File: config.mk
export PLATFORM = sky130hd
export DESIGN_NAME = op_flag_unit
export DESIGN_NICKNAME = d
export VERILOG_FILES = /design/src/rtl/ofu_pkg.sv /design/src/rtl/ofu_decode.sv /design/src/rtl/ofu_alu.sv /design/src/rtl/op_flag_unit.sv
export SDC_FILE = /design/constraint.sdc
export NUM_CORES = 1
export LEC_CHECK = 0
export ABC_AREA = 0
export BUFFER_PORTS_ARGS = -buffer_cell sky130_fd_sc_hd__buf_2
export CORE_ASPECT_RATIO = 0.9
export CORE_MARGIN = 4
export CORE_UTILIZATION = 50
export DETAILED_ROUTE_END_ITERATION = 8
export HOLD_SLACK_MARGIN = 0.02
export PLACE_DENSITY = 0.76
export REMOVE_ABC_BUFFERS = 1
export SYNTH_ARGS = -nofsm -noshare
export SYNTH_HDL_FRONTEND = slang
export SYNTH_HIERARCHICAL = 1
export SYNTH_SLANG_ARGS = --single-unit
File: constraint.sdc
create_clock -name clk -period 0.8 [get_ports clk]
set_clock_uncertainty 0.05 [all_clocks]
set_input_delay 0.16 -clock clk [delete_from_list [all_inputs] [get_ports clk]]
set_output_delay 0.16 -clock clk [all_outputs]
set_load 0.01 [all_outputs]
File: src/rtl/ofu_pkg.sv
package ofu_pkg;
    localparam int DATA_W  = 8;
    localparam int REG_W   = 5;
    localparam int OPC_W   = 5;
    localparam int INSN_W  = OPC_W + REG_W + DATA_W;
    localparam int OPC_LSB = INSN_W - OPC_W;
    localparam int DST_LSB = DATA_W;

    typedef enum logic [1:0] {
        LG_MOVE = 2'd0,
        LG_AND  = 2'd1,
        LG_OR   = 2'd2,
        LG_XOR  = 2'd3
    } logic_sel_e;

    typedef struct packed {
        logic              known;
        logic              arith;
        logic              is_add;
        logic              use_cy;
        logic              use_imm;
        logic_sel_e        lsel;
        logic [REG_W-1:0]  dst;
        logic [DATA_W-1:0] imm;
    } dec_t;

    typedef struct packed {
        logic              we;
        logic [REG_W-1:0]  dst;
        logic [DATA_W-1:0] res;
        logic              cy;
        logic              zf;
    } out_t;
endpackage

File: src/rtl/ofu_decode.sv
module ofu_decode
    import ofu_pkg::*;
(
    input  logic [INSN_W-1:0] insn,
    output dec_t              dec
);
    logic [OPC_W-1:0] opc;

    always_comb begin
        opc         = insn[INSN_W-1:OPC_LSB];
        dec.known   = ~opc[4];
        dec.arith   = ~opc[3];
        dec.is_add  = opc[2];
        dec.use_cy  = opc[1];
        dec.use_imm = opc[0];
        dec.lsel    = logic_sel_e'(opc[2:1]);
        dec.dst     = insn[DST_LSB+REG_W-1:DST_LSB];
        dec.imm     = insn[DATA_W-1:0];
    end
endmodule

File: src/rtl/ofu_alu.sv
module ofu_alu
    import ofu_pkg::*;
(
    input  dec_t              dec,
    input  logic [DATA_W-1:0] opa,
    input  logic [DATA_W-1:0] opb,
    input  logic              cy_in,
    output logic [DATA_W-1:0] res,
    output logic              cy_new
);
    logic [DATA_W-1:0] bval;
    logic [DATA_W:0]   wide;
    logic [DATA_W:0]   cin_w;

    always_comb begin
        bval  = dec.use_imm ? dec.imm : opb;
        cin_w = {{DATA_W{1'b0}}, dec.use_cy & cy_in};
        if (dec.is_add) begin
            wide = {1'b0, opa} + {1'b0, bval} + cin_w;
        end else begin
            wide = {1'b0, opa} - {1'b0, bval} - cin_w;
        end

        if (dec.arith) begin
            res    = wide[DATA_W-1:0];
            cy_new = wide[DATA_W];
        end else begin
            cy_new = cy_in;
            unique case (dec.lsel)
                LG_MOVE: res = bval;
                LG_AND:  res = opa & bval;
                LG_OR:   res = opa | bval;
                LG_XOR:  res = opa ^ bval;
                default: res = bval;
            endcase
        end
    end
endmodule

File: src/rtl/op_flag_unit.sv
module op_flag_unit
    import ofu_pkg::*;
(
    input  logic                      clk,
    input  logic                      rst_n,
    input  logic [ofu_pkg::INSN_W-1:0] insn,
    input  logic [ofu_pkg::DATA_W-1:0] opa,
    input  logic [ofu_pkg::DATA_W-1:0] opb,
    input  logic                      cy_in,
    input  logic                      zf_in,
    output logic [ofu_pkg::REG_W-1:0]  dst_idx,
    output logic                      wr_en,
    output logic [ofu_pkg::DATA_W-1:0] res,
    output logic                      cy_out,
    output logic                      zf_out
);
    dec_t              dec;
    logic [DATA_W-1:0] alu_res;
    logic              alu_cy;
    out_t              out_d, out_q;
    logic              seen_q;

    ofu_decode u_dec (
        .insn (insn),
        .dec  (dec)
    );

    ofu_alu u_alu (
        .dec    (dec),
        .opa    (opa),
        .opb    (opb),
        .cy_in  (cy_in),
        .res    (alu_res),
        .cy_new (alu_cy)
    );

    always_comb begin
        out_d     = out_q;
        out_d.dst = dec.dst;
        out_d.res = alu_res;
        if (dec.known) begin
            out_d.we = 1'b1;
            out_d.cy = alu_cy;
            out_d.zf = (alu_res == '0);
        end else begin
            out_d.we = 1'b0;
            out_d.cy = cy_in;
            out_d.zf = zf_in;
        end
    end

    always_ff @(posedge clk or negedge rst_n) begin
        if (!rst_n) begin
            out_q  <= '0;
            seen_q <= 1'b0;
        end else begin
            out_q  <= out_d;
            seen_q <= 1'b1;
        end
    end

    assign dst_idx = out_q.dst;
    assign wr_en   = out_q.we;
    assign res     = out_q.res;
    assign cy_out  = out_q.cy;
    assign zf_out  = out_q.zf;

    // opcodes with the top bit set write nothing and keep both flags
    a_r9_foreign_keeps_flags: assert property (@(posedge clk) disable iff (!rst_n)
        (seen_q && $past(insn[INSN_W-1])) |->
        (!wr_en && cy_out == $past(cy_in) && zf_out == $past(zf_in)));

    // move and logic group passes carry through
    a_r7_logic_keeps_carry: assert property (@(posedge clk) disable iff (!rst_n)
        (seen_q && $past(insn[INSN_W-1:INSN_W-2]) == 2'b01) |->
        (cy_out == $past(cy_in)));

    // a write always carries a zero flag matching the written byte
    a_r8_zero_tracks_result: assert property (@(posedge clk) disable iff (!rst_n)
        wr_en |-> (zf_out == (res == '0)));

    // destination index follows the instruction field one cycle later
    a_r2_dst_follows: assert property (@(posedge clk) disable iff (!rst_n)
        seen_q |-> (dst_idx == $past(insn[DST_LSB+REG_W-1:DST_LSB])));

    // write enable reflects the opcode seen one edge earlier
    a_r1_we_latency: assert property (@(posedge clk) disable iff (!rst_n)
        seen_q |-> (wr_en == !$past(insn[INSN_W-1])));
endmodule

==> run metrics <==
outcome finished with violations; failing checks negative setup slack; worst setup margin -1820 ps; vias 1,975; Setup TNS -16,620 ps; Worst EP required 880 ps; Overflow after GRT 0; final WL 6.10 mm; row count 21; #FFs+latches synth 16; maximum fanout along the worst path 3; crit path from insn[13]; clk buf depth 2; post-place setup slack -2130 ps; CTS tree built; initial antenna violation count 0; nets@finish 398; critical-path cell list buf_8, mux2i_4, buf_4, ha_4, a31oi_2, fa_2, nor2b_2, o21ai_2, a21oi_2, nor2_1, xor2_1, a221oi_2, buf_4, nor4b_2, a32o_1; Core Box Area 3810 sq um; LEAKAGE 1.58 nW; Internal 2.70 mW; H-tree Lvls 1; Synth Cell Area 2020 sq um; Post-Syn Instances 211; Die W 75.1 um; Worst Tran Pin Value 336 ps; Final HPWL DP 4.12 mm; io pins 54; Via density 5.32; DRT antenna net count 0; I/O Buffers 53; Comb power frac 0.641; area grow syn2layout 52.7%; vias in the first global route 2,050; RSZ-0062 raised after global routing yes; commonest cells after routing, fill and taps aside buf_4, buf_2, inv_1; cell mode on critical path buf_4; worst min path class primary input to flop; register area share after synthesis 0.198; Final Max Tran Viols 0; worst vdd rail ir drop 0.613 mV; layout cells sized above 1 0.591; die footprint 5130 sq um; GPL Wtd Cong 0.886; clk sinks 16; Root Driver clkbuf_8; largest net degree at the start of global routing 17; final worst-path cycle share 3.27; WP buf/inv 3; GRT Total Usage 0.218; crit path time final 2620 ps; most common library cell in the layout ignoring fill and taps buf_4; total power 4.24 mW; CTS Buf Count 3; crit-path leading delay family compound AO/OA/AOI/OAI gates; Arr. time, crit path 2700 ps; yosys warns 6; count of different cell masters after synthesis 41; max_slew headroom 0.775; Post-route DRC 0; global-route wire length before repair 8.47 mm; Starting Density 0.531; wire per inst 16.4 um; drt initial violations 80; fmax 0.382 GHz; CP startpoint kind primary input; Slowest cell on crit path fa_2; net switching power 1.54 mW; CP endpoint kind flop; Clk pwr share 0.137; Chip Height 68.3 um; ANT cells 0; critical setup path kind primary input to flop; Util after Layout 0.811; Hold Vio Cnt, Final 0; Max stage delay on crit path 370 ps; Reg clk slew, reported paths 50 ps; worst hold start insn[17]; P per Cell Area 1370 nW/um^2; Seq pwr share 0.222; Final setup viols 26; Max Cap Violations 0; 1st-pass router iterations 4; Mean Syn Cell Area 9.59 sq um; sw frac 0.363
## power groups by stage
stage          clock [mW]  combinational (mW)  sequential [mW]
2_1_floorplan           0                1.09             1.01
3_3_place_gp            0                2.09            0.949
3_5_place_dp            0                2.16            0.950
4_1_cts             0.604                2.39            0.936
5_1_grt             0.636                2.90            0.952
6_report            0.580                2.72            0.943
## cells in the mapped netlist
cell type	instances	area share
inv_1	33	0.061
ha_1	31	0.19
nor2_1	19	0.035
buf_4	18	0.067
dfrtp_1	16	0.20
a21oi_1	11	0.027
xnor2_1	11	0.048
mux2_4	7	0.052
mux4_2	7	0.078
a21o_1	5	0.019
nand2_1	5	0.0093
a31oi_1	4	0.012
nor3_1	4	0.0099
xor2_1	4	0.017
o21ai_0	3	0.0074
a221oi_2	2	0.015
buf_2	2	0.0049
clkbuf_1	2	0.0037
fa_1	2	0.020
mux2i_1	2	0.0099
nor2b_1	2	0.0062
o21ai_1	2	0.0049
a211oi_2	1	0.0062
a221oi_1	1	0.0043
a311oi_2	1	0.0074
a32o_1	1	0.0049
and2_1	1	0.0031
and4_1	1	0.0043
buf_6	1	0.0056
inv_2	1	0.0019
mux2_2	1	0.0056
mux2i_4	1	0.011
mux4_1	1	0.013
nand3_1	1	0.0025
nor2_2	1	0.0031
nor4b_2	1	0.0074
o2111ai_1	1	0.0043
o21a_1	1	0.0037
o311ai_2	1	0.0080
or3_1	1	0.0031
or4_1	1	0.0037
## cells by family (layout without fill, tap and decap cells)
group,Yosys count,count (layout),share of synthesized area
buffers and inverters,57,171,0.144
AND/OR/NAND/NOR,37,37,0.0878
AO/OA/AOI/OAI,34,34,0.124
adder cells (fa/ha/maj),33,33,0.212
multiplexers,19,19,0.169
flip-flops,16,16,0.198
XOR/XNOR,15,15,0.0649
## cell type report
type                            instances  area [sq um]
Multi-Input combinational cell        138          1540
Timing Repair Buffer                  134           917
Fill cell                             217           721
Sequential cell                        16           400
Inverter                               34           131
Tap cell                               46          57.6
Clock buffer                            3          41.3
## metrics by stage
| stage | std cells | hold slack [ps] | cell area [sq um] |
|---|---|---|---|
| after floorplan | 188 | -186 | 1860 |
| after global placement | 357 | 24.3 | 2710 |
| after detailed placement | 357 | 32.0 | 2710 |
| after CTS | 366 | 53.1 | 2960 |
| after global routing | 371 | 86.1 | 3090 |
| final | 371 | 69.1 | 3090 |
## sequential cells by signal, summed over array words and instances, names as in the netlist
signal,count
cy_out,1
dst_idx,5
res,8
wr_en,1
zf_out,1
## final timing paths
kind	endpoint	slack [ps]	cells past startpoint
setup / recovery	zf_out	-1820	15
hold / removal	wr_en	70	2
max in group asynchronous	res[0]	150	2
min in group asynchronous	dst_idx[2]	300	2
## timing repair
item / 4_1_cts / 5_1_grt
hold buffers: 6 / 0
endpoints found under the hold margin: 21 / 0
pin swaps: 26 / 15
gates resized for setup: 31 / 18
buffers inserted: 15 / 5
setup endpoints to repair: 26 / 26
## layer usage
metal	wire length (um)	GRT usage
met5	0	0
met4	253	0.0956
met3	496	0.0411
met2	3150	0.412
met1	2190	0.232
Note: power is estimated with default switching activity, not from simulation.
